### config.mk
export PLATFORM = sky130hd
export DESIGN_NAME = adma_chan
export DESIGN_NICKNAME = d
export VERILOG_FILES = /design/src/rtl/adma_pkg.sv /design/src/rtl/adma_fifo.sv /design/src/rtl/adma_walk.sv /design/src/rtl/adma_regs.sv /design/src/rtl/adma_chan.sv
export SDC_FILE = /design/constraint.sdc
export NUM_CORES = 1
export LEC_CHECK = 0
export ABC_AREA = 1
export BUFFER_PORTS_ARGS = -buffer_cell sky130_fd_sc_hd__buf_2
export CAP_MARGIN = 10
export CORE_MARGIN = 2
export CORE_UTILIZATION = 50
export DETAILED_ROUTE_END_ITERATION = 7
export HOLD_SLACK_MARGIN = 0.03
export PLACE_DENSITY = 0.68
export REMOVE_ABC_BUFFERS = 1
export SYNTH_ARGS = -nofsm -noshare
export SYNTH_HDL_FRONTEND = slang
export SYNTH_SLANG_ARGS = --single-unit
### constraint.sdc
create_clock -name clk -period 11.5 [get_ports clk]
set_input_delay 0.575 -clock clk [delete_from_list [all_inputs] [get_ports clk]]
set_output_delay 0.575 -clock clk [all_outputs]
set_load 0.01 [all_outputs]
### src/rtl/adma_pkg.sv
package adma_pkg;

  typedef enum logic [2:0] {
    ST_IDLE,
    ST_W0,
    ST_W1,
    ST_W2,
    ST_XFER
  } walk_st_e;

  localparam int IE_BIT   = 31;
  localparam int ACT_BIT  = 1;
  localparam int LOAD_BIT = 2;
  localparam int RCV_BIT  = 3;

  // halfword index where a slice starts, clamped to the FIFO size
  function automatic int slice_lo(input int beg, input int dw);
    return ((beg > dw) ? dw : beg) * 4;
  endfunction

  function automatic int slice_hi(input int fin, input int dw);
    return ((fin > dw) ? dw : fin) * 4;
  endfunction

  function automatic int slice_cap(input int beg, input int fin, input int dw);
    int lo;
    int hi;
    lo = slice_lo(beg, dw);
    hi = slice_hi(fin, dw);
    return (hi > lo) ? (hi - lo) : 0;
  endfunction

  function automatic int mark_eff(input int hwm);
    return (hwm == 0) ? 1 : hwm;
  endfunction

endpackage

### src/rtl/adma_fifo.sv
module adma_fifo
  import adma_pkg::*;
#(
  parameter int DW = 8,
  localparam int DEPTH = DW * 4,
  localparam int LW = $clog2(DEPTH + 1),
  localparam int IW = $clog2(DEPTH)
) (
  input  logic          clk,
  input  logic          rst_n,
  input  logic          flush_i,
  input  logic [7:0]    beg_i,
  input  logic [7:0]    end_i,
  input  logic          push_i,
  input  logic [15:0]   pdata_i,
  input  logic          pop_i,
  output logic [15:0]   head_o,
  output logic [LW-1:0] level_o,
  output logic [LW-1:0] cap_o,
  output logic          full_o,
  output logic          empty_o
);

  logic [15:0]   store [DEPTH];
  logic [LW-1:0] wr_q, rd_q, lvl_q, lo, hi;

  function automatic logic [LW-1:0] step(input logic [LW-1:0] p,
                                         input logic [LW-1:0] lo_v,
                                         input logic [LW-1:0] hi_v);
    return ((p + LW'(1)) >= hi_v) ? lo_v : (p + LW'(1));
  endfunction

  always_comb begin
    lo    = LW'(slice_lo(int'(beg_i), DW));
    hi    = LW'(slice_hi(int'(end_i), DW));
    cap_o = LW'(slice_cap(int'(beg_i), int'(end_i), DW));
  end

  assign level_o = lvl_q;
  assign full_o  = (lvl_q >= cap_o);
  assign empty_o = (lvl_q == '0);
  assign head_o  = store[rd_q[IW-1:0]];

  always_ff @(posedge clk or negedge rst_n) begin
    if (!rst_n) begin
      wr_q  <= '0;
      rd_q  <= '0;
      lvl_q <= '0;
    end else if (flush_i) begin
      wr_q  <= lo;
      rd_q  <= lo;
      lvl_q <= '0;
    end else begin
      if (push_i) wr_q <= step(wr_q, lo, hi);
      if (pop_i)  rd_q <= step(rd_q, lo, hi);
      lvl_q <= lvl_q + LW'(push_i) - LW'(pop_i);
    end
  end

  always_ff @(posedge clk) begin
    if (push_i && !flush_i) store[wr_q[IW-1:0]] <= pdata_i;
  end

  AST_NO_OVERFLOW: assert property (@(posedge clk) disable iff (!rst_n)
    (push_i && !pop_i && !flush_i) |-> !full_o);
  AST_NO_UNDERFLOW: assert property (@(posedge clk) disable iff (!rst_n)
    (pop_i && !flush_i) |-> !empty_o);

endmodule

### src/rtl/adma_walk.sv
module adma_walk
  import adma_pkg::*;
#(
  parameter int CNT_W = 14
) (
  input  logic        clk,
  input  logic        rst_n,
  input  logic        start_i,
  input  logic        stop_i,
  input  logic [31:0] dptr_i,
  input  logic        rcv_i,
  input  logic        fifo_full_i,
  input  logic        fifo_empty_i,
  input  logic [15:0] fifo_head_i,
  output logic        mem_req_o,
  output logic        mem_we_o,
  output logic        mem_hw_o,
  output logic [31:0] mem_addr_o,
  output logic [31:0] mem_wdata_o,
  input  logic        mem_gnt_i,
  input  logic [31:0] mem_rdata_i,
  output logic        push_o,
  output logic        pop_o,
  output logic [15:0] pdata_o,
  output logic        desc_done_o,
  output logic        desc_irq_o,
  output logic [31:0] dptr_o,
  output logic [31:0] bptr_o
);

  walk_st_e   st_q;
  logic [31:0] dptr_q, bptr_q;
  logic [CNT_W-1:0] cnt_q;
  logic       ie_q;
  logic       beat, xfer_ok, last_beat, zero_desc;

  assign xfer_ok = rcv_i ? !fifo_empty_i : !fifo_full_i;

  always_comb begin
    mem_req_o  = 1'b0;
    mem_we_o   = 1'b0;
    mem_hw_o   = 1'b0;
    mem_addr_o = bptr_q;
    unique case (st_q)
      ST_W0:   begin mem_req_o = 1'b1; mem_addr_o = dptr_q; end
      ST_W1:   begin mem_req_o = 1'b1; mem_addr_o = dptr_q + 32'd4; end
      ST_W2:   begin mem_req_o = 1'b1; mem_addr_o = dptr_q + 32'd8; end
      ST_XFER: begin mem_req_o = xfer_ok; mem_hw_o = 1'b1; mem_we_o = rcv_i; end
      default: ;
    endcase
  end

  assign mem_wdata_o = {16'h0000, fifo_head_i};
  assign beat        = mem_req_o && mem_gnt_i;
  assign last_beat   = (st_q == ST_XFER) && beat && (cnt_q == CNT_W'(2));
  assign zero_desc   = (st_q == ST_W2) && beat && (cnt_q == '0);
  assign desc_done_o = last_beat || zero_desc;
  assign desc_irq_o  = desc_done_o && ie_q;
  assign push_o      = (st_q == ST_XFER) && beat && !rcv_i;
  assign pop_o       = (st_q == ST_XFER) && beat && rcv_i;
  assign pdata_o     = mem_rdata_i[15:0];
  assign dptr_o      = dptr_q;
  assign bptr_o      = bptr_q;

  always_ff @(posedge clk or negedge rst_n) begin
    if (!rst_n) begin
      st_q   <= ST_IDLE;
      dptr_q <= '0;
      bptr_q <= '0;
      cnt_q  <= '0;
      ie_q   <= 1'b0;
    end else if (stop_i) begin
      st_q <= ST_IDLE;
    end else if (start_i) begin
      st_q   <= ST_W0;
      dptr_q <= dptr_i;
    end else if (beat) begin
      unique case (st_q)
        ST_W0: begin bptr_q <= mem_rdata_i; st_q <= ST_W1; end
        ST_W1: begin
          cnt_q <= mem_rdata_i[CNT_W-1:0] & ~CNT_W'(1);
          ie_q  <= mem_rdata_i[IE_BIT];
          st_q  <= ST_W2;
        end
        ST_W2: begin
          dptr_q <= mem_rdata_i;
          st_q   <= (cnt_q == '0) ? ST_W0 : ST_XFER;
        end
        ST_XFER: begin
          bptr_q <= bptr_q + 32'd2;
          cnt_q  <= cnt_q - CNT_W'(2);
          if (cnt_q == CNT_W'(2)) st_q <= ST_W0;
        end
        default: ;
      endcase
    end
  end

  AST_STOP_QUIET: assert property (@(posedge clk) disable iff (!rst_n)
    stop_i |=> !mem_req_o);
  AST_WORD_ALIGN: assert property (@(posedge clk) disable iff (!rst_n)
    (mem_req_o && !mem_hw_o && dptr_i[1:0] == 2'b00 && !$isunknown(mem_addr_o))
      |-> mem_addr_o[1:0] == 2'b00);
  AST_XFER_NONZERO: assert property (@(posedge clk) disable iff (!rst_n)
    (st_q == ST_XFER) |-> cnt_q != '0);

endmodule

### src/rtl/adma_regs.sv
module adma_regs
  import adma_pkg::*;
(
  input  logic        clk,
  input  logic        rst_n,
  input  logic        reg_wr_i,
  input  logic        reg_rd_i,
  input  logic [1:0]  reg_addr_i,
  input  logic [31:0] reg_wdata_i,
  output logic [31:0] reg_rdata_o,
  output logic        start_o,
  output logic        stop_o,
  output logic [7:0]  hwm_o,
  output logic [7:0]  beg_o,
  output logic [7:0]  end_o,
  output logic        rcv_o,
  output logic        run_o,
  output logic [31:0] dptr_o,
  input  logic [31:0] cur_dptr_i,
  input  logic [31:0] bptr_i,
  input  logic        desc_irq_i,
  output logic        irq_o
);

  logic ctrl_wr, ctrl_rd, load_q, irq_q;

  assign ctrl_wr = reg_wr_i && (reg_addr_i == 2'd0);
  assign ctrl_rd = reg_rd_i && (reg_addr_i == 2'd0);
  assign start_o = ctrl_wr && reg_wdata_i[ACT_BIT];
  assign stop_o  = ctrl_wr && !reg_wdata_i[ACT_BIT];
  assign irq_o   = irq_q;

  always_ff @(posedge clk or negedge rst_n) begin
    if (!rst_n) begin
      hwm_o  <= '0;
      beg_o  <= '0;
      end_o  <= '0;
      rcv_o  <= 1'b0;
      load_q <= 1'b0;
      run_o  <= 1'b0;
      dptr_o <= '0;
      irq_q  <= 1'b0;
    end else begin
      if (ctrl_wr) begin
        end_o  <= reg_wdata_i[31:24];
        beg_o  <= reg_wdata_i[23:16];
        hwm_o  <= reg_wdata_i[15:8];
        rcv_o  <= reg_wdata_i[RCV_BIT];
        load_q <= reg_wdata_i[LOAD_BIT];
        run_o  <= reg_wdata_i[ACT_BIT];
      end
      if (reg_wr_i && reg_addr_i == 2'd1) dptr_o <= reg_wdata_i;
      if (desc_irq_i)   irq_q <= 1'b1;
      else if (ctrl_rd) irq_q <= 1'b0;
    end
  end

  always_comb begin
    unique case (reg_addr_i)
      2'd0:    reg_rdata_o = {end_o, beg_o, hwm_o, 4'b0000, rcv_o, load_q, run_o, irq_q};
      2'd1:    reg_rdata_o = run_o ? cur_dptr_i : dptr_o;
      2'd2:    reg_rdata_o = bptr_i;
      default: reg_rdata_o = '0;
    endcase
  end

  AST_SET_WINS: assert property (@(posedge clk) disable iff (!rst_n)
    (desc_irq_i && ctrl_rd) |=> irq_o);
  AST_RD_CLEARS: assert property (@(posedge clk) disable iff (!rst_n)
    (ctrl_rd && !desc_irq_i) |=> !irq_o);

endmodule

### src/rtl/adma_chan.sv
module adma_chan
  import adma_pkg::*;
#(
  parameter int FIFO_DW = 8,
  parameter int CNT_W   = 14,
  localparam int LW = $clog2(FIFO_DW * 4 + 1)
) (
  input  logic        clk,
  input  logic        rst_n,
  input  logic        reg_wr,
  input  logic        reg_rd,
  input  logic [1:0]  reg_addr,
  input  logic [31:0] reg_wdata,
  output logic [31:0] reg_rdata,
  output logic        irq,
  output logic        mem_req,
  output logic        mem_we,
  output logic        mem_hw,
  output logic [31:0] mem_addr,
  output logic [31:0] mem_wdata,
  input  logic        mem_gnt,
  input  logic [31:0] mem_rdata,
  output logic        dev_req,
  input  logic        dev_push,
  input  logic [15:0] dev_wdata,
  input  logic        dev_pop,
  output logic [15:0] dev_rdata
);

  logic        start, stop, rcv, run;
  logic [7:0]  hwm, beg, fin;
  logic [31:0] dptr_w, cur_dptr, bptr;
  logic        desc_done, desc_irq;
  logic        w_push, w_pop, f_push, f_pop, f_full, f_empty;
  logic [15:0] w_pdata, f_pdata, f_head;
  logic [LW-1:0] f_level, f_cap;

  adma_regs u_regs (
    .clk(clk), .rst_n(rst_n),
    .reg_wr_i(reg_wr), .reg_rd_i(reg_rd), .reg_addr_i(reg_addr),
    .reg_wdata_i(reg_wdata), .reg_rdata_o(reg_rdata),
    .start_o(start), .stop_o(stop),
    .hwm_o(hwm), .beg_o(beg), .end_o(fin), .rcv_o(rcv), .run_o(run),
    .dptr_o(dptr_w), .cur_dptr_i(cur_dptr), .bptr_i(bptr),
    .desc_irq_i(desc_irq), .irq_o(irq)
  );

  adma_walk #(.CNT_W(CNT_W)) u_walk (
    .clk(clk), .rst_n(rst_n),
    .start_i(start), .stop_i(stop), .dptr_i(dptr_w), .rcv_i(rcv),
    .fifo_full_i(f_full), .fifo_empty_i(f_empty), .fifo_head_i(f_head),
    .mem_req_o(mem_req), .mem_we_o(mem_we), .mem_hw_o(mem_hw),
    .mem_addr_o(mem_addr), .mem_wdata_o(mem_wdata),
    .mem_gnt_i(mem_gnt), .mem_rdata_i(mem_rdata),
    .push_o(w_push), .pop_o(w_pop), .pdata_o(w_pdata),
    .desc_done_o(desc_done), .desc_irq_o(desc_irq),
    .dptr_o(cur_dptr), .bptr_o(bptr)
  );

  // direction picks which side fills and which side drains the slice
  assign f_push  = rcv ? dev_push  : w_push;
  assign f_pop   = rcv ? w_pop     : dev_pop;
  assign f_pdata = rcv ? dev_wdata : w_pdata;

  adma_fifo #(.DW(FIFO_DW)) u_fifo (
    .clk(clk), .rst_n(rst_n), .flush_i(start),
    .beg_i(beg), .end_i(fin),
    .push_i(f_push), .pdata_i(f_pdata), .pop_i(f_pop),
    .head_o(f_head), .level_o(f_level), .cap_o(f_cap),
    .full_o(f_full), .empty_o(f_empty)
  );

  assign dev_rdata = f_head;

  always_comb begin
    if (!run)     dev_req = 1'b0;
    else if (rcv) dev_req = (int'(f_cap) - int'(f_level)) >= mark_eff(int'(hwm));
    else          dev_req = int'(f_level) >= mark_eff(int'(hwm));
  end

  AST_TX_REQ_DATA: assert property (@(posedge clk) disable iff (!rst_n)
    (dev_req && !rcv) |-> !f_empty);
  AST_DONE_RUNNING: assert property (@(posedge clk) disable iff (!rst_n)
    desc_done |-> run);

endmodule

==> impl_results.md, run 1 <==
- Drt first pass iters: 8
- Async set-reset flop share out of synthesis: 0.2370
- Initial core utilization: 0.5075
- Flops & latches, synth: 671
- Fin area: ~37000 µm²
- Total CTS buffers: between 70 and 80
- Fin crit period: approximately 6 ns
- Drt first-iter violations: between 3000 and 4000
- Vias per inst: 5.854
- Crit share post-route: 0.5317
- Cell mode on critical path: nor2_1
- Placement Cell Area: approximately 35000 µm²
- EDFF count, synth: between 500 and 600
- Slew HR: 0.2475
- Antenna violations before repair: 0
- Via count: about 27000
- Antenna Violating Nets Remaining: 0
- Worst vdd ir: 0.0001738 V
- Avg Cell Area, Syn: ~9.4 µm²
- Fin cells: 4547
- Final worst setup slack: 5.385 ns
- DRC violations left: 0
- Number of setup buffers added after CTS: 0
- Setup violators final: 0
- Die X: 260.2 µm
- Port-buffer cells: between 150 and 200
- Worst-Skew Late Latency: 0.64 ns
- Routability cong.: between 0.9 and 1
- Arrival @ worst endpoint: 5.54 ns
- # IOs: about 210
- Clk Tree Root Cell: clkbuf_16
- CP max FO: 5
- Layout cells sized above 1: 0.1076
- Clock skew: between 0.02 and 0.03 ns
- Post-DP HPWL: just under 70000 µm
- Crit end category: output port
- Highest metal used: met4
- Core ar.: around 65000 µm²
- Status: finished clean
- Vias in the first global route: between 20000 and 30000
- Drt total wl: approximately 110000 µm
- Synth area leaders: edfxtp_1, dfrtp_1, nand2_1
- Post-CTS Hold Fix Bufs: 1
- Dpl cells: around 4400
- Layout area overhead: 12.18%
- Met2 wire len: between 40000 and 50000 µm
- GRT overflow: 0
- Routed WL per cell: around 23 µm
- Worst hold-check path type: in2reg
- Setup TNS Final: 0 ns
- RSZ-0062 raised after global routing: no
- Wl on met1: 42070 µm
- Largest net degree at the start of global routing: ~120
- Clock tree sinks: around 670
- Hold Violations, Final: 0
- Clk slew on worst S/H paths: 0.06 ns
- CP Class: reg2out
- Crit path largest cell delay: ~0.64 ns
- CTS H-tree depth: 3
- Post-CTS resize count: 0
- CP delay by family, top: simple AND/OR/NAND/NOR gates
- Tot GR Track Use: 0.3104
- Synth unique cells: 51
- First-pass GRT wire length: 156500 µm
- # rows: 93
- Met3 WL: roughly 9600 µm
- Maxcap violations: 0
- Crit-path slowest cell: or4_1
- Mapped cell area: roughly 33000 µm²
- Setup WS pre-CTS: 5.786 ns
- Total power density per cell area: between 200 and 250 nW/µm²
- Synth Flop Type: edfxtp_1
- Final core occ: 0.5693
- R2r setup slk: 5.65 ns
- Leakage dissipation: 15.06 nW
- Critical path required time: about 11 ns
- Post-synth top area share: 0.4683
- Slew Limit Fails: 0
- Sequential share of the synthesized area: 0.5895
- Syn Inst Count: approximately 3500
- Area leader, netlist: edfxtp_1
- Crit path buffers/inverters: 7
- CTS Buffer Depth: 3
- Crit path launch type: flip-flop
- Die Area: about 68000 µm²
- Least-Margin Pin Slew: 1.129 ns
- Max Freq: roughly 160 MHz
- CTS tree: yes
- Nets@finish: ~3800
- Die Y: 260.2 µm
- Number of synthesis warnings: 0
where the power goes:
group / internal (mW) / total [mW] / switching [mW]
Clock: 1.23 / 2.21 / 0.986
Combinational: 1.03 / 3.45 / 2.42
Sequential: 2.90 / 3.21 / 0.317
Total: 5.16 / 8.88 / 3.73
layer usage:
| metal | up-vias | track usage |
|---|---|---|
| met5 | - | 0 |
| met4 | 0 | 0.1300 |
| met3 | 278 | 0.04854 |
| met2 | 1496 | 0.5025 |
| met1 | 12638 | 0.4185 |
| li1 | 12207 | - |
worst paths after layout:
check	cells past startpoint	startpoint	endpoint
setup / recovery	34	u_regs.end_o[6]	dev_req
hold / removal	2	reg_wdata[4]	u_regs.dptr_o[4]
setup reg to reg	29	u_regs.end_o[6]	u_walk.dptr_o[18]
hold reg to reg	2	u_regs.end_o[0]	u_regs.end_o[0]
max in group asynchronous	4	rst_n	u_regs.hwm_o[2]
min in group asynchronous	2	rst_n	u_regs.dptr_o[23]
worst register-to-register path: cells and delay by family (launching register included):
kind / cells / cell delay, ns
adders and majority gates: 3 / 0.70
AOI/OAI and AO/OA: 1 / 0.11
and+or+nand+nor: 19 / 3.79
buffers and inverters: 6 / 0.80
DFF: 1 / 0.39
cell usage in the layout (no fill, tap or decap), types with 24 or more instances in the layout:
| cell | count |
|---|---|
| nand3_1 | 153 |
| o211ai_1 | 58 |
| conb_1 | 24 |
| nor3_1 | 26 |
| nand4_1 | 30 |
| nor2_1 | 303 |
| buf_2 | 188 |
| xor2_1 | 25 |
| nand2_1 | 986 |
| dfrtp_1 | 157 |
| edfxtp_1 | 512 |
| mux2i_1 | 64 |
| buf_4 | 66 |
| ha_1 | 54 |
| a21oi_1 | 143 |
| o21ai_0 | 345 |
| o22ai_1 | 72 |
| inv_1 | 230 |
| clkbuf_16 | 72 |
| o221ai_1 | 26 |
stage by stage:
stage / power (mW) / hold WS (ns)
4_1_cts: 8.844 / 0.1513
2_1_floorplan: 5.273 / 0.2794
5_1_grt: 9.327 / 0.1688
3_5_place_dp: 6.640 / 0.4750
3_3_place_gp: 6.615 / 0.4658
6_report: 8.882 / 0.1701
final cells by class:
type	count	area (µm²)
multi-input combinational	2391	11800
fill	5736	27870
clock inverter	33	280.3
timing repair buffer	256	1458
antenna	1	2.502
inverter	243	917.1
tap	855	1070
sequential	671	19360
clock buffer	97	1946
logic make-up after synthesis:
family          Yosys count  share of synthesized area
mux                      66                    0.02020
buf+inv                 452                    0.05648
xor+xnor                 30                   0.008003
fa+ha+maj                56                    0.02180
other cells               2                  0.0002287
compound gates          682                     0.1164
simple gates           1533                     0.1874
flops                   671                     0.5895
synthesized netlist by cell type, types with 2 or more instances:
cell type and n:
nand2_1 999, edfxtp_1 512, o21ai_0 349, nor2_1 307, inv_1 234, dfrtp_1 159, nand3_1 153, a21oi_1 143
clkbuf_1 135, o22ai_1 72, mux2i_1 64, o211ai_1 58, ha_1 54, buf_4 32, buf_2 30, nand4_1 30
nor3_1 26, o221ai_1 26, xor2_1 25, buf_1 12, o21ai_1 7, o2111ai_1 6, a21boi_0 5, inv_2 5
xnor2_1 5, a31oi_1 4, clkinv_1 4, o31ai_1 4, nand2_2 3, a211oi_1 2, conb_1 2, fa_1 2
mux2_2 2, nor2_2 2, nor3b_1 2, o21a_1 2
registers in the layout, summed over array words and instances (netlist names):
| register | flops |
|---|---|
| u_regs.dptr_o | 32 |
| u_walk.cnt_q | 13 |
| u_fifo.store | 512 |
| u_fifo.wr_q | 6 |
| u_regs.run_o | 1 |
| u_regs.beg_o | 8 |
| u_walk.st_q | 3 |
| u_walk.ie_q | 1 |
| u_fifo.level_o | 6 |
| u_walk.bptr_o | 32 |
| u_fifo.rd_q | 6 |
| u_regs.rcv_o | 1 |
| u_walk.dptr_o | 32 |
| u_regs.load_q | 1 |
| u_regs.end_o | 8 |
| u_regs.irq_o | 1 |
| u_regs.hwm_o | 8 |
(Power assumes the default switching activity.)
==> run 2: changes to the inputs <==
--- a/config.mk
+++ b/config.mk
@@ -12,7 +12,7 @@
 export CORE_UTILIZATION = 50
 export DETAILED_ROUTE_END_ITERATION = 7
 export HOLD_SLACK_MARGIN = 0.03
-export PLACE_DENSITY = 0.68
+export PLACE_DENSITY = 0.7
 export REMOVE_ABC_BUFFERS = 1
 export SYNTH_ARGS = -nofsm -noshare
 export SYNTH_HDL_FRONTEND = slang
==> constraint.sdc (replaced) <==
create_clock -name clk -period 5.6 [get_ports clk]
set_input_delay 0.28 -clock clk [delete_from_list [all_inputs] [get_ports clk]]
set_output_delay 0.28 -clock clk [all_outputs]
set_load 0.01 [all_outputs]
==> run 2 against run 1 <==
Against the previous run: hold slack got worse by 0.10 ns; non-clock buffer count grew 66; global-route usage fell by 0.50 points; wire length decreased by 1.5%; die area did not move; sequential power increased by 110%; critical path type unchanged; critical endpoint unchanged; highest routed layer is now met5.
==> impl_results.md, run 2 (synthesis results as in run 1) <==
- Status: finished clean
- Drt first pass iters: 6 (-2)
- Layout area overhead: 14.49%
- Worst-Skew Late Latency: 0.61 ns (-0.03 ns)
- Initial core utilization: 0.5075 (unchanged)
- Die Y: 260.2 µm (unchanged)
- Met3 Resource Use GR: 0.05673 (+0.008187)
- Cell mode on critical path: nand2_1
- # rows: 93 (unchanged)
- Least-Margin Pin Slew: 1.145 ns (+0.01660 ns)
- Routed WL per cell: 22.56 µm (-3.0%)
- Clk Tree Root Cell: clkbuf_16
- Core ar.: 64700 µm² (unchanged)
- Leakage dissipation: 15.42 nW (+2.4%)
- Die Area: 67730 µm² (unchanged)
- Largest net degree at the start of global routing: 206 (+69%)
- Drt first-iter violations: 3524 (+5.8%)
- Commonest non-fill, non-tap cells in the layout: nand2_1, edfxtp_1, o21ai_0
- Met1 usage: 0.4008 (-0.01761)
- Die X: 260.2 µm (unchanged)
- Final worst setup slack: 0.3335 ns (-5.052 ns)
- Total CTS buffers: 72 (unchanged)
- Vias in the first global route: 25480 (+1.7%)
- CTS tree: yes
- Tot GR Track Use: 0.3054 (-0.005020)
- Clk slew on worst S/H paths: 0.06 ns (about the same)
- Slew Limit Fails: 0 (unchanged)
- First-pass GRT wire length: 154700 µm (-1.1%)
- Hold_ws: 0.06779 ns (-0.1024 ns)
- Most common cell after layout, fill and taps aside: nand2_1
- Post-DP HPWL: 68150 µm (-1.6%)
- Vias per inst: 5.842 (-0.21%)
- Crit path largest cell delay: 0.58 ns (-0.06 ns)
- Maxcap violations: 0 (unchanged)
- Grt peak-use layer: met2
- Setup violators final: 0 (unchanged)
- Fin crit period: 5.267 ns
- Total power density per cell area: 490.2 nW/µm² (+100%)
- CTS Buffer Depth: 3 (unchanged)
- Worst Hold Path Cells: 5 (+3)
- # IOs: 206 (unchanged)
- Clock skew: 0.02600 ns (-0.001116 ns)
- Max reg flops: 512 (unchanged)
- Antenna violations before repair: 2 (+2)
- Port-buffer cells: 189 (unchanged)
- Drt total wl: 104100 µm (-1.5%)
- Setup WS pre-CTS: 0.2680 ns (-5.518 ns)
- Multi-input gate area: 11850 µm² (+0.42%)
- Worst-case reg-to-reg path depth: 35 (+21%)
- Fillers: 5633 (-1.8%)
- Routability cong.: 1.019 (+2.5%)
- Reg area: 19360 µm² (unchanged)
- Worst vdd ir: 0.0003770 V (+120%)
- Clock tree sinks: 671 (unchanged)
- Antenna Violating Nets Remaining: 0 (unchanged)
- Critical path required time: 5.32 ns (-5.61 ns)
- Crit end category: output port
- Hold Violations, Final: 0 (unchanged)
- Nets@finish: 3846 (+1.7%)
- Met2 Usage GRT: 0.4900 (-0.01249)
- CP Class: reg2out
- Slew HR: 0.2355 (-0.01191)
- DRC violations left: 0 (unchanged)
- Layout cells sized above 1: 0.1163 (+0.008726)
- Crit-path slowest cell: or4_4
- Crit share post-route: 0.9404
- Arrival @ worst endpoint: 4.99 ns (-0.55 ns)
- Worst hold-check path type: in2reg
- Via count: 26955 (+1.3%)
- CP max FO: 4 (-1)
- Crit path launch type: flip-flop
- Max Freq: ~190 MHz
- GRT overflow: 0 (unchanged)
- CTS H-tree depth: 3 (unchanged)
-- run 2: cell types whose count changed in the layout (fill, tap and decap cells not counted), sizes merged --
cell / delta
buf: +17
dlygate4sd3: +49
inv: -1
clkinv: +8
bufinv: +2
clkbuf: -8
-- run 2: worst paths after layout --
path	endpoint	from	slack, ns
setup / recovery	dev_req	u_regs.end_o[5]	0.33
hold / removal	u_walk.dptr_o[22]	mem_rdata[22]	0.07
setup reg to reg	u_fifo.level_o[4]	u_regs.end_o[5]	0.43
hold reg to reg	u_regs.end_o[0]	u_regs.end_o[0]	0.49
max in group asynchronous	u_fifo.rd_q[5]	rst_n	3.87
min in group asynchronous	u_regs.dptr_o[7]	rst_n	0.35
-- run 2: critical path, delay by kind of cell (launching register included) --
family | cells | cell delay [ns]
compound gates | 2 | 0.27
xor+xnor | 1 | 0.10
fa+ha+maj | 4 | 1.00
buf+inv | 6 | 0.57
flops | 1 | 0.38
simple gates | 19 | 2.03
-- run 2: where the power goes --
| part | internal, mW | switching (mW) | leakage, nW | total (mW) |
|---|---|---|---|---|
| Clock | 2.65 | 1.99 | 1.12 | 4.65 |
| Combinational | 2.21 | 4.95 | 7.69 | 7.16 |
| Sequential | 5.95 | 0.665 | 6.61 | 6.61 |
| Total | 10.8 | 7.61 | 15.4 | 18.4 |
-- run 2: layer usage --
metal	share of wire	vias up	wire length [µm]
met1	0.38	12811	39990
met4	0.051	2	5268
met5	0.00012	-	13
met3	0.10	278	10460
li1	-	12315	-
met2	0.46	1549	48340
-- run 2: metrics by stage --
step / power (mW) / TNS [ns] / utilization / instances / cell area [µm²]
6_report: 18.42 / 0 / 0.5810 / 4614 / 37590
4_1_cts: 18.26 / 0 / 0.5794 / 4608 / 37490
2_1_floorplan: 10.83 / -502.83 / - / 3305 / 31970
3_3_place_gp: 13.52 / 0 / 0.5358 / 4425 / 34660
3_5_place_dp: 13.59 / 0 / 0.5358 / 4425 / 34660
5_1_grt: 19.34 / -0.01595 / 0.5809 / 4613 / 37580
-- run 2: area by class of cell --
class	count	area share
Sequential cell	671	0.5150
Multi-Input combinational cell	2391	0.3152
Timing Repair Buffer	322	0.05589
Clock buffer	89	0.05243
Tap cell	855	0.02846
Inverter	243	0.02440
Clock inverter	42	0.008522
Antenna cell	1	0.00006658
-- run 2: repair_timing --
item / 4_1_cts / 5_1_grt
hold buffers: 50 / 0
pin swaps: 1 / 8
gates resized for setup: 4 / 17
setup buffers: 2 / 5
hold endpoints to repair: 183 / 0
setup endpoints to repair: 1 / 3
